File: config.mk
export PLATFORM = sky130hd
export DESIGN_NAME = issue_window
export DESIGN_NICKNAME = d
export VERILOG_FILES = /design/src/rtl/iw_pkg.sv /design/src/rtl/iw_operand.sv /design/src/rtl/iw_ctrl.sv /design/src/rtl/iw_data.sv /design/src/rtl/issue_window.sv
export SDC_FILE = /design/constraint.sdc
export NUM_CORES = 2
export LEC_CHECK = 0
export BUFFER_PORTS_ARGS = -buffer_cell sky130_fd_sc_hd__clkbuf_2
export CAP_MARGIN = 20
export CORE_ASPECT_RATIO = 0.6
export CORE_MARGIN = 4
export CORE_UTILIZATION = 35
export CTS_CLUSTER_DIAMETER = 30
export DETAILED_ROUTE_END_ITERATION = 7
export PLACE_DENSITY_LB_ADDON = 0.15
export SYNTH_ARGS = -nofsm -noshare
export SYNTH_HDL_FRONTEND = slang
export SYNTH_HIERARCHICAL = 1
export SYNTH_SLANG_ARGS = --single-unit
File: constraint.sdc
create_clock -name clk -period 15.35 [get_ports clk]
set_input_delay 0.7675 -clock clk [delete_from_list [all_inputs] [get_ports clk]]
set_output_delay 0.7675 -clock clk [all_outputs]
set_load 0.02 [all_outputs]
File: src/rtl/iw_pkg.sv
package iw_pkg;
  localparam int IW_ENTRIES = 8;
  localparam int IW_IDX_W   = $clog2(IW_ENTRIES);

  // strobes from control to datapath
  typedef struct packed {
    logic [IW_ENTRIES-1:0] wrOneHot;   // slot written this cycle
    logic [IW_ENTRIES-1:0] selOneHot;  // slot offered on the issue port
  } iw_strobe_t;
endpackage

File: src/rtl/iw_operand.sv
module iw_operand #(
  parameter int TAG_W  = 4,
  parameter int DATA_W = 32
) (
  input  logic              clk,
  input  logic              rstN,
  input  logic              load,
  input  logic              loadRdy,
  input  logic [TAG_W-1:0]  loadTag,
  input  logic [DATA_W-1:0] loadVal,
  input  logic              bcastValid,
  input  logic [TAG_W-1:0]  bcastTag,
  input  logic [DATA_W-1:0] bcastVal,
  output logic              rdy,
  output logic [DATA_W-1:0] val
);
  logic              rdyQ;
  logic [TAG_W-1:0]  tagQ;
  logic [DATA_W-1:0] valQ;
  logic              hitLoad;
  logic              hitHeld;

  assign hitLoad = bcastValid && (bcastTag == loadTag);
  assign hitHeld = bcastValid && !rdyQ && (bcastTag == tagQ);

  always_ff @(posedge clk or negedge rstN) begin
    if (!rstN) begin
      rdyQ <= 1'b0;
      tagQ <= '0;
      valQ <= '0;
    end else if (load) begin
      tagQ <= loadTag;
      if (loadRdy) begin
        rdyQ <= 1'b1;
        valQ <= loadVal;
      end else if (hitLoad) begin
        rdyQ <= 1'b1;
        valQ <= bcastVal;
      end else begin
        rdyQ <= 1'b0;
      end
    end else if (hitHeld) begin
      rdyQ <= 1'b1;
      valQ <= bcastVal;
    end
  end

  assign rdy = rdyQ;
  assign val = valQ;

  // a waiting source catches a matching broadcast
  a_r3_wakeup_capture: assert property (@(posedge clk) disable iff (!rstN)
    (!load && !rdyQ && bcastValid && bcastTag == tagQ)
      |=> (rdyQ && valQ == $past(bcastVal)));

  // a ready source is left alone by any broadcast
  a_r4_ready_kept: assert property (@(posedge clk) disable iff (!rstN)
    (!load && rdyQ) |=> (rdyQ && $stable(valQ)));

  // a waiting source without a matching broadcast stays waiting
  a_r4_no_false_wake: assert property (@(posedge clk) disable iff (!rstN)
    (!load && !rdyQ && !(bcastValid && bcastTag == tagQ)) |=> !rdyQ);

  // broadcast seen in the allocation cycle is not lost
  a_r5_alloc_bypass: assert property (@(posedge clk) disable iff (!rstN)
    (load && !loadRdy && bcastValid && bcastTag == loadTag)
      |=> (rdyQ && valQ == $past(bcastVal)));
endmodule

File: src/rtl/iw_ctrl.sv
module iw_ctrl (
  input  logic                          clk,
  input  logic                          rstN,
  input  logic                          allocValid,
  input  logic                          issueReady,
  input  logic [iw_pkg::IW_ENTRIES-1:0] readyVec,
  output iw_pkg::iw_strobe_t            strobe,
  output logic                          windowFull,
  output logic                          issueValid
);
  localparam int N     = iw_pkg::IW_ENTRIES;
  localparam int IDX_W = iw_pkg::IW_IDX_W;
  localparam int CNT_W = IDX_W + 1;

  logic [N-1:0]     validQ;
  logic [IDX_W-1:0] ageQ [N];      // 0 = oldest resident entry
  logic             holdQ;
  logic [N-1:0]     heldOneHot;

  logic [N-1:0]     candVec;
  logic [N-1:0]     winVec;
  logic [N-1:0]     freeSlot;
  logic [N-1:0]     selVec;
  logic [IDX_W-1:0] freeAge;
  logic [CNT_W-1:0] validCount;
  logic [CNT_W-1:0] newAge;
  logic             allocFire;
  logic             fire;

  assign windowFull = &validQ;
  assign allocFire  = allocValid && !windowFull;
  assign candVec    = validQ & readyVec;
  assign validCount = CNT_W'($countones(validQ));

  // oldest-first pick among ready entries
  always_comb begin
    for (int i = 0; i < N; i++) begin
      winVec[i] = candVec[i];
      for (int j = 0; j < N; j++) begin
        if (j != i && candVec[j] && (ageQ[j] < ageQ[i])) winVec[i] = 1'b0;
      end
    end
  end

  // lowest free slot
  always_comb begin
    logic found;
    found    = 1'b0;
    freeSlot = '0;
    for (int i = 0; i < N; i++) begin
      if (!validQ[i] && !found) begin
        freeSlot[i] = 1'b1;
        found       = 1'b1;
      end
    end
  end

  assign selVec     = holdQ ? heldOneHot : winVec;
  assign issueValid = |selVec;
  assign fire       = issueValid && issueReady;

  always_comb begin
    freeAge = '0;
    for (int i = 0; i < N; i++) begin
      if (selVec[i]) freeAge = freeAge | ageQ[i];
    end
  end

  assign newAge = validCount - CNT_W'(fire);

  assign strobe.wrOneHot  = allocFire ? freeSlot : '0;
  assign strobe.selOneHot = selVec;

  generate
    for (genvar g = 0; g < N; g++) begin : g_slot
      always_ff @(posedge clk or negedge rstN) begin
        if (!rstN) begin
          validQ[g] <= 1'b0;
          ageQ[g]   <= '0;
        end else if (strobe.wrOneHot[g]) begin
          validQ[g] <= 1'b1;
          ageQ[g]   <= newAge[IDX_W-1:0];
        end else if (fire && selVec[g]) begin
          validQ[g] <= 1'b0;
        end else if (fire && validQ[g] && (ageQ[g] > freeAge)) begin
          ageQ[g] <= ageQ[g] - 1'b1;
        end
      end

      // ages of resident entries stay a compact ranking
      a_r7_age_rank: assert property (@(posedge clk) disable iff (!rstN)
        validQ[g] |-> (CNT_W'(ageQ[g]) < validCount));
    end
  endgenerate

  always_ff @(posedge clk or negedge rstN) begin
    if (!rstN) begin
      holdQ      <= 1'b0;
      heldOneHot <= '0;
    end else begin
      holdQ      <= issueValid && !issueReady;
      heldOneHot <= selVec;
    end
  end

  // only resident entries with both sources ready are offered
  a_r6_offer_ready: assert property (@(posedge clk) disable iff (!rstN)
    ((selVec & ~candVec) == '0) && $onehot0(selVec));

  // a refused offer is repeated unchanged
  a_r8_hold_offer: assert property (@(posedge clk) disable iff (!rstN)
    (issueValid && !issueReady) |=> (issueValid && selVec == $past(selVec)));

  // no entry is added while the window is full
  a_r9_full_drops: assert property (@(posedge clk) disable iff (!rstN)
    (allocValid && windowFull && !fire) |=> $stable(validQ));

  // an accepted entry leaves the window
  a_r10_fire_frees: assert property (@(posedge clk) disable iff (!rstN)
    fire |=> ($countones(validQ) <= $countones($past(validQ))));
endmodule

File: src/rtl/iw_data.sv
module iw_data #(
  parameter int TAG_W  = 4,
  parameter int DATA_W = 32,
  parameter int OP_W   = 6
) (
  input  logic                          clk,
  input  logic                          rstN,
  input  iw_pkg::iw_strobe_t            strobe,
  input  logic [OP_W-1:0]               allocOp,
  input  logic                          allocSrcARdy,
  input  logic [TAG_W-1:0]              allocSrcATag,
  input  logic [DATA_W-1:0]             allocSrcAVal,
  input  logic                          allocSrcBRdy,
  input  logic [TAG_W-1:0]              allocSrcBTag,
  input  logic [DATA_W-1:0]             allocSrcBVal,
  input  logic [TAG_W-1:0]              allocDstTag,
  input  logic                          bcastValid,
  input  logic [TAG_W-1:0]              bcastTag,
  input  logic [DATA_W-1:0]             bcastVal,
  output logic [iw_pkg::IW_ENTRIES-1:0] readyVec,
  output logic [OP_W-1:0]               issueOp,
  output logic [DATA_W-1:0]             issueSrcA,
  output logic [DATA_W-1:0]             issueSrcB,
  output logic [TAG_W-1:0]              issueDstTag
);
  localparam int N = iw_pkg::IW_ENTRIES;

  logic [OP_W-1:0]   opQ  [N];
  logic [TAG_W-1:0]  dstQ [N];
  logic [N-1:0]      rdyA;
  logic [N-1:0]      rdyB;
  logic [DATA_W-1:0] valA [N];
  logic [DATA_W-1:0] valB [N];

  generate
    for (genvar g = 0; g < N; g++) begin : g_entry
      iw_operand #(.TAG_W(TAG_W), .DATA_W(DATA_W)) i_srcA (
        .clk(clk), .rstN(rstN), .load(strobe.wrOneHot[g]),
        .loadRdy(allocSrcARdy), .loadTag(allocSrcATag), .loadVal(allocSrcAVal),
        .bcastValid(bcastValid), .bcastTag(bcastTag), .bcastVal(bcastVal),
        .rdy(rdyA[g]), .val(valA[g]));

      iw_operand #(.TAG_W(TAG_W), .DATA_W(DATA_W)) i_srcB (
        .clk(clk), .rstN(rstN), .load(strobe.wrOneHot[g]),
        .loadRdy(allocSrcBRdy), .loadTag(allocSrcBTag), .loadVal(allocSrcBVal),
        .bcastValid(bcastValid), .bcastTag(bcastTag), .bcastVal(bcastVal),
        .rdy(rdyB[g]), .val(valB[g]));

      always_ff @(posedge clk or negedge rstN) begin
        if (!rstN) begin
          opQ[g]  <= '0;
          dstQ[g] <= '0;
        end else if (strobe.wrOneHot[g]) begin
          opQ[g]  <= allocOp;
          dstQ[g] <= allocDstTag;
        end
      end

      // a written entry holds the allocated fields
      a_r2_fields_written: assert property (@(posedge clk) disable iff (!rstN)
        strobe.wrOneHot[g] |=> (opQ[g] == $past(allocOp) && dstQ[g] == $past(allocDstTag)));
    end
  endgenerate

  assign readyVec = rdyA & rdyB;

  // AND-OR issue mux on the one-hot select
  always_comb begin
    issueOp     = '0;
    issueSrcA   = '0;
    issueSrcB   = '0;
    issueDstTag = '0;
    for (int i = 0; i < N; i++) begin
      if (strobe.selOneHot[i]) begin
        issueOp     = issueOp     | opQ[i];
        issueSrcA   = issueSrcA   | valA[i];
        issueSrcB   = issueSrcB   | valB[i];
        issueDstTag = issueDstTag | dstQ[i];
      end
    end
  end
endmodule

File: src/rtl/issue_window.sv
module issue_window #(
  parameter int TAG_W  = 4,
  parameter int DATA_W = 32,
  parameter int OP_W   = 6
) (
  input  logic              clk,
  input  logic              rstN,
  input  logic              allocValid,
  input  logic [OP_W-1:0]   allocOp,
  input  logic              allocSrcARdy,
  input  logic [TAG_W-1:0]  allocSrcATag,
  input  logic [DATA_W-1:0] allocSrcAVal,
  input  logic              allocSrcBRdy,
  input  logic [TAG_W-1:0]  allocSrcBTag,
  input  logic [DATA_W-1:0] allocSrcBVal,
  input  logic [TAG_W-1:0]  allocDstTag,
  output logic              windowFull,
  input  logic              bcastValid,
  input  logic [TAG_W-1:0]  bcastTag,
  input  logic [DATA_W-1:0] bcastVal,
  output logic              issueValid,
  input  logic              issueReady,
  output logic [OP_W-1:0]   issueOp,
  output logic [DATA_W-1:0] issueSrcA,
  output logic [DATA_W-1:0] issueSrcB,
  output logic [TAG_W-1:0]  issueDstTag
);
  iw_pkg::iw_strobe_t             strobe;
  logic [iw_pkg::IW_ENTRIES-1:0]  readyVec;

  iw_ctrl i_ctrl (
    .clk(clk), .rstN(rstN), .allocValid(allocValid), .issueReady(issueReady),
    .readyVec(readyVec), .strobe(strobe), .windowFull(windowFull),
    .issueValid(issueValid));

  iw_data #(.TAG_W(TAG_W), .DATA_W(DATA_W), .OP_W(OP_W)) i_data (
    .clk(clk), .rstN(rstN), .strobe(strobe),
    .allocOp(allocOp),
    .allocSrcARdy(allocSrcARdy), .allocSrcATag(allocSrcATag), .allocSrcAVal(allocSrcAVal),
    .allocSrcBRdy(allocSrcBRdy), .allocSrcBTag(allocSrcBTag), .allocSrcBVal(allocSrcBVal),
    .allocDstTag(allocDstTag),
    .bcastValid(bcastValid), .bcastTag(bcastTag), .bcastVal(bcastVal),
    .readyVec(readyVec), .issueOp(issueOp), .issueSrcA(issueSrcA),
    .issueSrcB(issueSrcB), .issueDstTag(issueDstTag));
endmodule

==> flow_summary.json <==
{
  "syn_avg_cell_area_um2": 12.5,
  "vias": 29760,
  "gp_congestion": 0.884,
  "worst_pin_slew_ns": 1.08,
  "grt_overflow": 0,
  "grt_setup_unrepaired": "no",
  "antenna_found_initial": 22,
  "cts.repair.resized": 0,
  "reg2reg_setup_slack_ns": 8.33,
  "seq_area_frac_synth_pct": 43.1,
  "worst-setup-path-type": "reg2reg",
  "synth-edff-count": 0,
  "worstSetupEndpointType": "flop",
  "hold_depth": 2,
  "ir_drop_uv": 361,
  "drive_above_1_share_pct": 47.3,
  "hpwlAfterDp_mm": 87.6,
  "crit_arrival_ns": 7.69,
  "synth_common_cells": "mux2_2, dfrtp_1, a22oi_1",
  "mappedNetlistNets": 3570,
  "path_clk_slew_ns": 0.05,
  "power_frac_seq_pct": 25.8,
  "regArea_mm2": 0.0178,
  "hold_end": "i_data/dstQ[3]",
  "fmax_mhz": 142,
  "start_kind": "flop",
  "cts_tree": "yes",
  "status": "complete, no violations",
  "synth_top_area_cell": "dfrtp_1",
  "root_buffer": "clkbuf_16",
  "grtUsageTotal_pct": 24.0,
  "drcViolationCount": 0,
  "syn_to_final_growth_pct": 18.1,
  "die_w_um": 452,
  "fin_skew_ns": 0.0276,
  "cts_num_sinks": 713,
  "async_flop_share_pct": 100,
  "multi_input_area_mm2": 0.0218,
  "ctsHoldBuffers": 1,
  "reg2reg_depth": 21,
  "grt_pass1_wl_mm": 220,
  "clk_path_buf_depth": 3,
  "synth_cells": 3321,
  "dieArea_mm2": 0.124,
  "cp.required_ns": 16.02,
  "p_sw_uw": 5750,
  "synth_warnings": 6,
  "r2r-end": "i_ctrl/ageQ[14]",
  "clkLatencyLatePin_ns": 0.75,
  "drtIter0Drc": 2400,
  "synth.area.top_cells": "dfrtp_1, mux2_2, a22oi_1",
  "tns_ns": 0,
  "hold_start": "allocDstTag[3]",
  "power_density_mw_per_mm2": 270,
  "die_y_um": 274,
  "drv_cap": 0,
  "core_area_mm2": 0.117,
  "p_int_uw": 7480,
  "finalHoldViolCount": 0,
  "min_path_type": "in2reg",
  "synth.cell_area_mm2": 0.0414,
  "ys.flop_type": "dfrtp_1",
  "path_buf_inv": 3,
  "yosysUniqueCellTypes": 68,
  "grt_pass1_vias": 30258,
  "holdWs_ns": 0.364,
  "clockPowerShare_pct": 25.1,
  "cts_buffers": 147,
  "synth_top_area_share_pct": 43.1,
  "post-route-period-util_pct": 45.7,
  "max_stage_delay_ns": 0.84,
  "switching_share_pct": 43.5,
  "port_buffers": 200,
  "cpLargestDelayFamily": "adder cells",
  "r2r_start": "i_ctrl/ageQ[14]",
  "power_uw": 13200,
  "ioPinCount": 201,
  "slew_headroom_pct": 27.8,
  "cp_slowest_cell": "xnor2_1",
  "start_util_pct": 35.4,
  "ys_ff_latch": 713,
  "fillerInstances": 11002,
  "cts_setup_buffers": 0,
  "drv_slew": 0,
  "vias_per_cell": 5.64,
  "setup_viol": 0,
  "avgRoutedWirePerCell_um": 28.6,
  "totalWireLength_mm": 151,
  "ant_nets": 0,
  "rows": 97,
  "comb_power_share_pct": 49.1,
  "yosys.cell_count.top_type": "mux2_2",
  "fin_nets": 3798,
  "grt_max_degree": 75,
  "path_max_fanout": 31,
  "fin_crit_ns": 7.02,
  "path_cells": "inv_1, ha_1, nor2b_1, a221oi_1, o221a_1, a32o_4, or4_1, or4_4, and2_1, ha_1, fa_1, fa_1, inv_1, ha_1, inv_1, fa_1, xor2_1, xnor2_1, nand2_1, o31a_1, nand2_1",
  "p_leak_uw": 0.0205,
  "htree_levels": 4,
  "first_pass_iters": 7
}
[worst max-delay path by stage]
stage,startpoint,to,slack [ns],cells after the start
after floorplan,i_ctrl/ageQ[14],i_ctrl/ageQ[14],9.73,22
after global placement,i_ctrl/ageQ[17],i_ctrl/ageQ[14],8.53,21
after detailed placement,i_ctrl/ageQ[14],i_ctrl/ageQ[14],8.47,21
after CTS,i_ctrl/ageQ[14],i_ctrl/ageQ[14],8.39,21
after global routing,i_ctrl/ageQ[14],i_ctrl/ageQ[14],8.18,21
final,i_ctrl/ageQ[14],i_ctrl/ageQ[14],8.33,21
[cell type report]
type | count | share of cell area (%)
multi-input combinational | 2290 | 44.6
inverter | 125 | 0.959
timing repair buffer | 272 | 3.23
tap | 1584 | 4.05
sequential | 713 | 36.5
antenna | 14 | 0.0716
clock buffer | 195 | 8.47
clock inverter | 81 | 2.12
[kinds of logic (layout without fill, tap and decap cells)]
logic type | count (synthesis) | count (layout) | share of synthesized area (%)
other | 0 | 14 | 0
buffers and inverters | 318 | 673 | 4.78
adder cells (fa/ha/maj) | 124 | 124 | 3.84
multiplexers | 1130 | 1130 | 31.2
flip-flops | 713 | 713 | 43.1
AO/OA/AOI/OAI | 601 | 601 | 10.8
XOR/XNOR | 93 | 93 | 1.97
AND/OR/NAND/NOR | 342 | 342 | 4.35
[per-stage QoR]
step	util [%]	cell area (µm²)	worst slack, ns	instances
after global routing	41.8	48900	8.18	5271
after global placement	37.3	43600	8.53	4981
after floorplan	-	41400	9.73	3321
after CTS	41.8	48900	8.39	5260
final	41.8	48900	8.33	5274
after detailed placement	37.3	43700	8.47	4983
[power groups by stage]
stage	clock, µW	combinational (µW)	sequential (µW)
2_1_floorplan	0	4290	3220
6_report	3320	6500	3410
4_1_cts	3380	6490	3390
5_1_grt	3480	6990	3510
3_3_place_gp	0	6440	3400
3_5_place_dp	0	6460	3410
[state kept, by name (all words and copies together), names as in the netlist]
name	count
i_ctrl/validQ	8
i_ctrl/holdQ	1
i_ctrl/heldOneHot	8
i_data/g_entry.i_srcB/val	256
i_data/g_entry.i_srcB/tagQ	32
i_data/g_entry.i_srcA/tagQ	32
i_data/g_entry.i_srcA/rdy	8
i_data/opQ	48
i_data/g_entry.i_srcA/val	256
i_data/dstQ	32
i_data/g_entry.i_srcB/rdy	8
i_ctrl/ageQ	24
[cells in the final DEF, fill, tap and decap left out, types with 21 or more instances in the layout]
| cell type | Yosys | routed |
|---|---|---|
| xor2_1 | 49 | 49 |
| nand4_1 | 81 | 81 |
| clkbuf_1 | 57 | 22 |
| a22oi_1 | 301 | 301 |
| ha_1 | 119 | 119 |
| nand2_1 | 125 | 109 |
| nand3_1 | 21 | 21 |
| inv_1 | 125 | 125 |
| o21ai_0 | 73 | 73 |
| a21oi_1 | 56 | 56 |
| clkbuf_16 | 0 | 149 |
| a31oi_1 | 39 | 39 |
| clkinv_2 | 0 | 31 |
| mux2_2 | 1075 | 1075 |
| clkbuf_2 | 0 | 199 |
| xnor2_1 | 44 | 44 |
| mux2_4 | 50 | 50 |
| clkbuf_8 | 0 | 24 |
| buf_4 | 0 | 69 |
| dfrtp_1 | 713 | 713 |
[layer usage]
layer | GRT usage [%] | share of wire (%) | up-vias | routed length (µm)
met5 | 0 | 0.046 | - | 70
met1 | 35.8 | 49 | 15423 | 73800
met4 | 7.02 | 1.9 | 14 | 2890
met3 | 6.83 | 7.5 | 224 | 11200
met2 | 33.4 | 42 | 975 | 62700
li1 | - | - | 13124 | -
Note: power is estimated with default switching activity, not from simulation.
